==> src/rtl/acc_ctrl.sv <==
module acc_ctrl (
  input  logic       clk,
  input  logic       rst_in,
  input  logic       wait_in,
  input  logic [1:0] op_bits,
  input  logic       acc_sign,
  output logic [3:0] state_o,
  output logic       pc_clr,
  output logic       pc_inc,
  output logic       pc_to_mar,
  output logic       pc_from_ir,
  output logic       mar_from_ir,
  output logic       mbr_from_mem,
  output logic       mbr_from_acc,
  output logic       ir_from_mbr,
  output logic       acc_from_mbr,
  output logic       acc_add_mbr,
  output logic       mem_req,
  output logic       mem_rd
);

  typedef enum logic [3:0] {
    S_RST  = 4'd0,  S_FPC  = 4'd1,  S_FREQ = 4'd2,  S_FDAT = 4'd3,
    S_FIR  = 4'd4,  S_DEC  = 4'd5,  S_LADR = 4'd6,  S_LRD  = 4'd7,
    S_LACC = 4'd8,  S_SADR = 4'd9,  S_SWR  = 4'd10, S_AADR = 4'd11,
    S_ARD  = 4'd12, S_ASUM = 4'd13, S_BTST = 4'd14, S_BJMP = 4'd15
  } st_t;

  logic rst_q, wait_q;
  st_t  cur, nxt;

  always_ff @(posedge clk) begin
    rst_q  <= rst_in;
    wait_q <= wait_in;
  end

  always_ff @(posedge clk)
    cur <= rst_q ? S_RST : nxt;

  always_comb begin
    nxt = cur;
    case (cur)
      S_RST:  nxt = S_FPC;
      S_FPC:  nxt = S_FREQ;
      S_FREQ: if (wait_q)  nxt = S_FDAT;
      S_FDAT: if (!wait_q) nxt = S_FIR;
      S_FIR:  nxt = S_DEC;
      S_DEC:
        case (op_bits)
          2'b00:   nxt = S_LADR;
          2'b01:   nxt = S_SADR;
          2'b10:   nxt = S_AADR;
          default: nxt = S_BTST;
        endcase
      S_LADR: nxt = S_LRD;
      S_LRD:  if (wait_q) nxt = S_LACC;
      S_LACC: nxt = S_FPC;
      S_SADR: nxt = S_SWR;
      S_SWR:  if (wait_q) nxt = S_FPC;
      S_AADR: nxt = S_ARD;
      S_ARD:  if (wait_q) nxt = S_ASUM;
      S_ASUM: nxt = S_FPC;
      S_BTST: nxt = acc_sign ? S_BJMP : S_FPC;
      S_BJMP: nxt = S_FPC;
      default: nxt = S_RST;
    endcase
  end

  logic rd_phase;
  assign rd_phase     = (cur == S_FREQ) || (cur == S_FDAT) || (cur == S_LRD) || (cur == S_ARD);

  assign state_o      = cur;
  assign pc_clr       = (cur == S_RST);
  assign pc_inc       = (cur == S_FPC);
  assign pc_to_mar    = (cur == S_FPC);
  assign pc_from_ir   = (cur == S_BJMP);
  assign mar_from_ir  = (cur == S_LADR) || (cur == S_SADR) || (cur == S_AADR);
  assign mbr_from_mem = (cur == S_FDAT) || (cur == S_LRD) || (cur == S_ARD);
  assign mbr_from_acc = (cur == S_SADR);
  assign ir_from_mbr  = (cur == S_FIR);
  assign acc_from_mbr = (cur == S_LACC);
  assign acc_add_mbr  = (cur == S_ASUM);
  assign mem_req      = rd_phase || (cur == S_SWR);
  assign mem_rd       = rd_phase;

  p_reset_r11: assert property (@(posedge clk) rst_q |=> state_o == 4'd0)
    else $error("reset not honoured");
  p_fetch_hold_r4: assert property (@(posedge clk) disable iff (rst_q)
    (state_o == 4'd2 && !wait_q) |=> state_o == 4'd2)
    else $error("fetch request left without wait");
  p_fetch_exit_r4: assert property (@(posedge clk) disable iff (rst_q)
    (state_o == 4'd3 && !wait_q) |=> state_o == 4'd4)
    else $error("fetch data stage did not exit");
  p_dispatch_r6: assert property (@(posedge clk) disable iff (rst_q)
    (state_o == 4'd5 && op_bits == 2'b01) |=> state_o == 4'd9)
    else $error("store dispatch wrong");
  p_branch_r10: assert property (@(posedge clk) disable iff (rst_q)
    (state_o == 4'd14 && !acc_sign) |=> state_o == 4'd1)
    else $error("untaken branch wrong");
  p_write_only_r8: assert property (@(posedge clk) disable iff (rst_q)
    (mem_req && !mem_rd) |-> state_o == 4'd10)
    else $error("write strobe outside store");
  p_enables_r12: assert property (@(posedge clk) disable iff (rst_q)
    $onehot0({pc_clr, pc_inc, pc_from_ir}))
    else $error("conflicting PC enables");

endmodule

==> config.mk <==
export PLATFORM = sky130hd
export DESIGN_NAME = acc_ctrl
export DESIGN_NICKNAME = d
export VERILOG_FILES = /design/src/rtl/acc_ctrl.sv
export SDC_FILE = /design/constraint.sdc
export NUM_CORES = 1
export LEC_CHECK = 0
export ABC_AREA = 1
export ABC_CLOCK_PERIOD_IN_PS = 1300
export CORE_MARGIN = 1.5
export CORE_UTILIZATION = 37
export CTS_CLUSTER_SIZE = 16
export DETAILED_ROUTE_END_ITERATION = 10
export PLACE_DENSITY = 0.71
export SYNTH_ARGS = -nofsm -noshare
export SYNTH_HDL_FRONTEND = slang
export SYNTH_SLANG_ARGS = --single-unit
==> constraint.sdc <==
create_clock -name clk -period 1.3 [get_ports clk]
set_clock_uncertainty 0.15 [all_clocks]
set_input_delay 0.13 -clock clk [delete_from_list [all_inputs] [get_ports clk]]
set_output_delay 0.13 -clock clk [all_outputs]
set_load 0.03 [all_outputs]
**After elaboration in Yosys (flattened, before gate mapping)**

Cells that the tools add are included.

- Flip-flop bits (word level): 6
- Output and inout bits: 16
- Word-level logic and storage cells: 45

- Equal/unequal tests: 22
- Mux-type cells: 8
- Reductions and logical operators: 12

Operators by type and width:

| cell | count |
|---|---|
| $pmux W4 S13 | 1 |
| $eq A4 B4 Y1 const B | 8 |
| $mux W4 | 6 |
| $eq A4 B3 Y1 const B | 4 |
| $pmux W4 S3 | 1 |
| $ne A2 B2 Y1 const B | 5 |
| $eq A4 B2 Y1 const B | 2 |
| $logic_or A1 B1 Y1 | 8 |
| $reduce_and A5 Y1 | 1 |
| $eq A4 B1 Y1 const B | 1 |
| $logic_not A4 Y1 | 1 |
| $reduce_or A4 Y1 | 1 |
| $eq A2 B1 Y1 const B | 1 |
| $eq A2 B2 Y1 const B | 1 |
| $logic_not A2 Y1 | 1 |

**Logic depth before layout (Yosys ltp)**

Gate-level depths: netlist of run 1.

- Depth after elaboration: 5
- Depth in mapped cells: 10
- Mapped depth without buffers: 10

**Least setup slack after synthesis of run 1**

Ideal clock, no wire load.

- Kind: flip-flop to output port
- Start point: register cur[0] (netlist: state_o[0])
- End point: output pc_to_mar
- Data arrival time: 1,625 ps
- Data required time: 1,020 ps
- Slack: -605 ps
- Stages on the path, launching flop included: 6
- Buffers on the path: 1
- Path through: dfxtp_1 -> inv_2 -> nor2_2 -> inv_1 -> nor2_1 -> buf_4

- Longest elaborated chain between the ends: 1

RTL lines:

| what | line | RTL |
|---|---|---|
| from (decl) | 30 | `st_t cur, nxt;` |
| from (signal assigned) | 38 | `cur <= rst_q ? S_RST : nxt;` |
| $eq A4 B1 Y1 | - |  |
| to (decl) | 10 | `output logic pc_to_mar,` |

No other way between the ends.

**Worst setup path after layout of run 1**

- Start point: register cur[1] (netlist: state_o[1])
- End point: output mem_rd

- Longest elaborated chain between the ends: 4

RTL lines:

| what | line | RTL |
|---|---|---|
| $eq A4 B2 Y1 | 70 | `assign rd_phase = (cur == S_FREQ) \|\| (cur == S_FDAT) \|\| (cur == S_LRD) \|\| (cur == S_ARD);` |
| $logic_or A1 B1 Y1 (2 in series) | 70 |  |
| $logic_or A1 B1 Y1 (*) | 70 |  |
| to (decl) | 19 | `output logic mem_rd` |

Mark *: on every way between the ends. The rest lies on a longest branch, timed or not.

==> results of run 1 <==
==> routing by layer <==
metal | vias up | track usage | wire, um
li1 | 376 | - | -
met1 | 360 | 0.265 | 793
met2 | 38 | 0.445 | 1100
met3 | 7 | 0.0326 | 132
met4 | 0 | 0.125 | 47
met5 | - | 0 | 0
==> critical path, stage by stage (launching register included) <==
cell	delay (ns)
dfxtp_4	0.40
inv_1	0.09
nor2_2	0.14
nand2_1	0.12
nand3_2	0.08
buf_6	0.13
==> cell type report <==
cell class,instances,area (um2)
sequential,6,135
fill,85,203
multi-input combinational,70,472
tap,15,18.8
inverter,16,67.6
timing repair buffer,43,395
clock buffer,4,26.3
==> registers in the layout, summed over array words and instances, names as in the netlist <==
| name | cells |
|---|---|
| state_o | 4 |
| rst_q | 1 |
| wait_q | 1 |
==> cell usage after synthesis <==
cell type	instances
o21bai_1	1
inv_2	6
nand2_2	4
nor2_2	3
inv_1	10
buf_4	1
nand2_4	2
nand3_1	10
nor2_1	17
nand2_1	24
ha_1	2
dfxtp_1	6
nand3b_1	2
a21oi_1	4
nor3_1	1
==> power breakdown <==
part	total [W]	leakage [nW]	internal [W]	switching [W]
Sequential	0.000238	0.0524	0.000199	0.0000395
Combinational	0.000452	0.534	0.000194	0.000258
Clock	0.000180	0.0150	0.000116	0.0000640
==> worst paths after layout <==
kind / start / to / slack [ns] / depth (start not counted)
setup reg to reg: state_o[2] / state_o[1] / -0.15 / 11
hold reg to reg: rst_q / state_o[0] / 0.32 / 1
hold / removal: wait_in / wait_q / 0.19 / 1
setup / recovery: state_o[1] / mem_rd / -0.18 / 5
==> cell families after synthesis <==
group / synth area share
DFF: 0.226
buffers and inverters: 0.127
adders and majority gates: 0.0472
and+or+nand+nor: 0.547
AOI/OAI and AO/OA: 0.0519
==> what timing repair did <==
| action | CTS | global route |
|---|---|---|
| resized for setup | 24 | 24 |
| buffers inserted | 13 | 2 |
| pin swaps | 3 | 6 |
| hold buffers | 0 | 0 |
| setup endpoints to repair | 16 | 17 |
==> per-stage QoR <==
stage               hold slack (ns)   util  cell area [um2]  total power [W]  TNS (ns)
floorplan                   0.00772      -              577         0.000457    -0.103
global placement              0.303  0.613              807         0.000561    -0.702
detailed placement            0.314  0.613              807         0.000563    -0.788
CTS                           0.184  0.768             1010         0.000826     -2.11
global route                  0.186  0.846             1110         0.000926     -3.16
finish                        0.192  0.846             1110         0.000870     -2.16
==> results.md, run 1 <==
* Status: complete, but fails checks
* Failing checks: setup timing
* Synth Cell Area at 531 um2
* # port buffers at 21
* Initial Util at 0.403
* Peak supply drop at 734 uV
* Final WS setup at -0.176 ns
* Total clock sinks at 6
* Die area at 0.00167 mm2
* First-pass GRT wire length at 2640 um
* Setup Crit Path Kind: reg2out
* Die width at 40.9 um
* DP Worst Slack at -0.252 ns
* Layout Nets at 148
* # rows at 13
* # setup viols final at 17
* Initial DRT Pass Iterations at 4
* Register area share after synthesis at 0.226
* Total gr overflow at 0
* Critical path peak fanout at 7
* CP endpoint kind: output pin
* CTS tree: yes
* Layout cells sized above 1 at 0.619
* Root Buffer: clkbuf_4
* Most frequent cells in the layout: buf_4, buf_6, nand2_1
* Final Cycle Share at 1.14
* Clock transition at path regs at 0.04 ns
* Number of H-tree levels at 1
* Mean Syn Cell Area at 5.70 um2
* Final slew viol count at 0
* Slew margin rel. at 0.851
* Syn nets at 101
* Crit path required time at 1.02 ns
* Post-Syn Instances at 93
* Via count at 781
* Post-route ant nets at 0
* Yosys reg bits at 6
* Commonest non-fill, non-tap cell in the layout: buf_4
* MaxCap Viol Count at 0
* Clk buf depth at 2
* Static Leak at 0.601 nW
* Worst Tran Pin Value at 0.223 ns
* Vias in the first global route at 646
* Worst skew pair latency at 0.24 ns
* Hold crit path type: in2reg
* Die Y at 40.9 um
* Dpl cells at 135
* Post-Layout Cell Count at 154
* Dpl hpwl at 1140 um
* Synth area leader: dfxtp_1
* Gpl congestion at 0.822
* Pin count of the biggest net entering global routing at 9
* Unrepaired setup endpoints after global routing: true
* Worst EP arrival at 1.20 ns
* Drt drc at 0
* Synth top area share at 0.226
* Total GRT Usage at 0.243
* Synth-to-Final Area Change at 110%
* Setup crit start kind: register
* Fin crit period at 1.48 ns
* CTS buffer count at 3
* Core Region at 0.00132 mm2
* Drt total wl at 2070 um
* Fmax at 678 MHz
* Synth area leaders: dfxtp_1, nand2_1, nor2_1
* Final Hold Viols at 0
* Vias per cell at 5.07
* Yosys warning count at 0
* Netlist cell types at 15
* Routed len/inst at 13.4 um
* Iter 0 DRT Violations at 18
* Pwr dens at 781 mW/mm2
* IO Count at 22
* Initial antenna violation count at 0
* # diodes at 0
(Power assumes the default switching activity.)
==> inputs of run 2 (changes only) <==
- CTS_CLUSTER_SIZE: 16 -> 28
==> results of run 2 <==
Same layout as run 1: the final DEF is identical, and so are final timing and power.
==> inputs of run 3 (changes only) <==
- ABC_CLOCK_PERIOD_IN_PS: 1300 -> 1700
- CORE_AREA: not set -> 2 2 39 41
- CORE_MARGIN: 1.5 -> not set
- CORE_UTILIZATION: 37 -> not set
- DIE_AREA: not set -> 0 0 41 43
- PLACE_DENSITY: 0.71 -> 0.72
- clock period: 1.3 -> 1.7 ns (I/O delays scaled with it)
==> run 3 against run 2 <==
  * The flow now finishes without violations
  * First-iteration DRC count down 22%
  * Wire length is 33% lower
  * Sequential power fell by 27%
  * Register-to-register slack improved by 0.40 ns
  * Non-clock buffer count decreased by 19
  * Cell count shrank 12%
  * Critical path type unchanged
  * Sequential share of layout area increased by 3.3 points
  * Power shrank 38%
  * Critical endpoint is now mem_req
  * Hold slack improved by 0.038 ns
  * Critical path depth grew 1
  * Combinational power decreased by 46%
  * Highest routed layer is now met3
==> results.md, run 3 (synthesized netlist as in run 1, its figures left out) <==
* First-pass GRT wire length at 2180 um (-17%)
* Final Hold Viols at 0 (unchanged)
* Cell depth of the worst setup path at 6 (+1)
* Critical Path Sink: mem_req
* Critical Path Start: state_o[1]
* Setup crit start kind: register
* Peak supply drop at 468 uV (-36%)
* Min-Delay Path Depth at 1 (unchanged)
* Layout Nets at 129 (-13%)
* Final Cycle Share at 0.968
* Pwr dens at 682 mW/mm2 (-13%)
* Total GRT Usage at 0.181 (-0.0618)
* Crit path required time at 1.38 ns (+0.36 ns)
* Number of H-tree levels at 1 (unchanged)
* Layout cells sized above 1 at 0.319 (-0.299)
* Die Y at 43 um (+5.2%)
* Worst reg-to-reg setup slack at 0.25 ns (+0.40 ns)
* Total clock sinks at 6 (unchanged)
* Slew margin rel. at 0.782 (-0.0693)
* Multi-input logic area at 363 um2 (-23%)
* Final slew viol count at 0 (unchanged)
* Unrepaired setup endpoints after global routing: true
* Vias in the first global route at 543 (-16%)
* Max reg flops at 4 (unchanged)
* Clock transition at path regs at 0.04 ns (about the same)
* Hold crit path type: in2reg
* Iter 0 DRT Violations at 14 (-4)
* MaxCap Viol Count at 0 (unchanged)
* # setup viols final at 0 (-17)
* Via count at 639 (-18%)
* # port buffers at 21 (unchanged)
* Post-route ant nets at 0 (unchanged)
* Setup Crit Path Kind: reg2out
* Clk buf depth at 2 (unchanged)
* IO Count at 22 (unchanged)
* # diodes at 0 (unchanged)
* Largest stage delay, worst path at 0.48 ns (+0.08 ns)
* Die width at 41 um (+0.33%)
* Pwr Total at 0.000542 W (-38%)
* Drt drc at 0 (unchanged)
* FF-to-FF Start: state_o[1]
* Top delay family on crit path: flip-flops
* CTS hold repair buffers at 0 (unchanged)
* Commonest non-fill, non-tap cell in the layout: nand2_1
* Worst skew pair latency at 0.23 ns (about the same)
* Root Buffer: clkbuf_4
* Vias per cell at 4.73 (-6.7%)
* # fillers at 161 (+89%)
* Worst EP arrival at 1.32 ns (+0.12 ns)
* Buffers and inverters on the worst path at 2 (unchanged)
* Synth-to-Final Area Change at 49.8%
* Total gr overflow at 0 (unchanged)
* Cell Chain, Critical Path: nor2_1 -> nand2_4 -> nand2_2 -> inv_2 -> nand2_1 -> buf_4
* Initial antenna violation count at 0 (unchanged)
* Final setup TNS at 0 ns (+2.16 ns)
* Initial Util at 0.383 (-0.0193)
* Pin count of the biggest net entering global routing at 8 (-1)
* Reg-to-Reg End: state_o[1]
* Die area at 0.00176 mm2 (+5.6%)
* Drt total wl at 1390 um (-33%)
* CP endpoint kind: output pin
* Core Region at 0.00138 mm2 (+5.0%)
* FF+latch area at 123 um2 (-9.3%)
* Static Leak at 0.482 nW (-20%)
* CTS buffer count at 3 (unchanged)
* Final core occ at 0.574 (-0.272)
* CTS tree: yes
* Most frequent cells in the layout: nand2_1, nor2_1, buf_4
* Slowest CP cell: dfxtp_1
* Worst Tran Pin Value at 0.327 ns (+0.104 ns)
* Gpl congestion at 0.806 (-1.9%)
* Fmax at 608 MHz
* Fin crit period at 1.64 ns
* Routed len/inst at 10.3 um (-23%)
* Initial DRT Pass Iterations at 4 (unchanged)
* Dpl hpwl at 1180 um (+3.4%)
* R2R cell count at 9 (-2)
* Critical path peak fanout at 7 (unchanged)
* # rows at 14 (+1)
* Status: finished, final reports clean
## run 3: cell count changes in the layout (fill, tap and decap cells not counted), moves of 6 or more
cell / change
nand2_2: -6
buf_6: -16
nand2_1: +9
nor2_4: -7
buf_4: -7
nor2_1: +7
## run 3: worst min-delay path by stage
| stage | from | endpoint | slack [ns] |
|---|---|---|---|
| after floorplan | rst_in | rst_q | 0.05 |
| after global placement | rst_q | state_o[0] | 0.30 |
| after detailed placement | rst_q | state_o[3] | 0.30 |
| after CTS | wait_in | wait_q | 0.22 |
| after global routing | rst_in | rst_q | 0.24 |
| final | wait_in | wait_q | 0.23 |
## run 3: repair_timing
action | 4_1_cts | 5_1_grt
resized for setup | 1 | 6
setup endpoints to repair | 1 | 7
buffers inserted | 0 | 0
## run 3: metrics by stage
| step | worst slack (ns) | instance area (um2) | hold slack (ns) | std cells |
|---|---|---|---|---|
| finish | 0.0550 | 795 | 0.230 | 135 |
| global route | -0.0128 | 795 | 0.240 | 135 |
| CTS | 0.00663 | 776 | 0.222 | 135 |
| detailed placement | 0.0728 | 754 | 0.305 | 132 |
| global placement | 0.112 | 754 | 0.303 | 132 |
| floorplan | 0.0771 | 539 | 0.0477 | 93 |
## run 3: layer usage
layer / GRT usage / up-vias / share of wire
met5: 0 / - / 0
met4: 0.0600 / 0 / 0
met3: 0.0314 / 0 / 0.059
met2: 0.313 / 20 / 0.51
met1: 0.210 / 284 / 0.43
li1: - / 335 / -
## run 3: power breakdown
part / internal [W] / leakage (nW) / total, W / switching (W)
logic: 0.0000903 / 0.417 / 0.000246 / 0.000156
registers: 0.000153 / 0.0505 / 0.000173 / 0.0000200
clock network: 0.0000793 / 0.0138 / 0.000122 / 0.0000431
## run 3: cell type report
| class | instances | area share |
|---|---|---|
| flip-flops and latches | 6 | 0.154 |
| clock buffers | 3 | 0.0283 |
| repair buffers | 24 | 0.260 |
| inverters | 16 | 0.0756 |
| well taps | 16 | 0.0252 |
| multi-input cells | 70 | 0.457 |
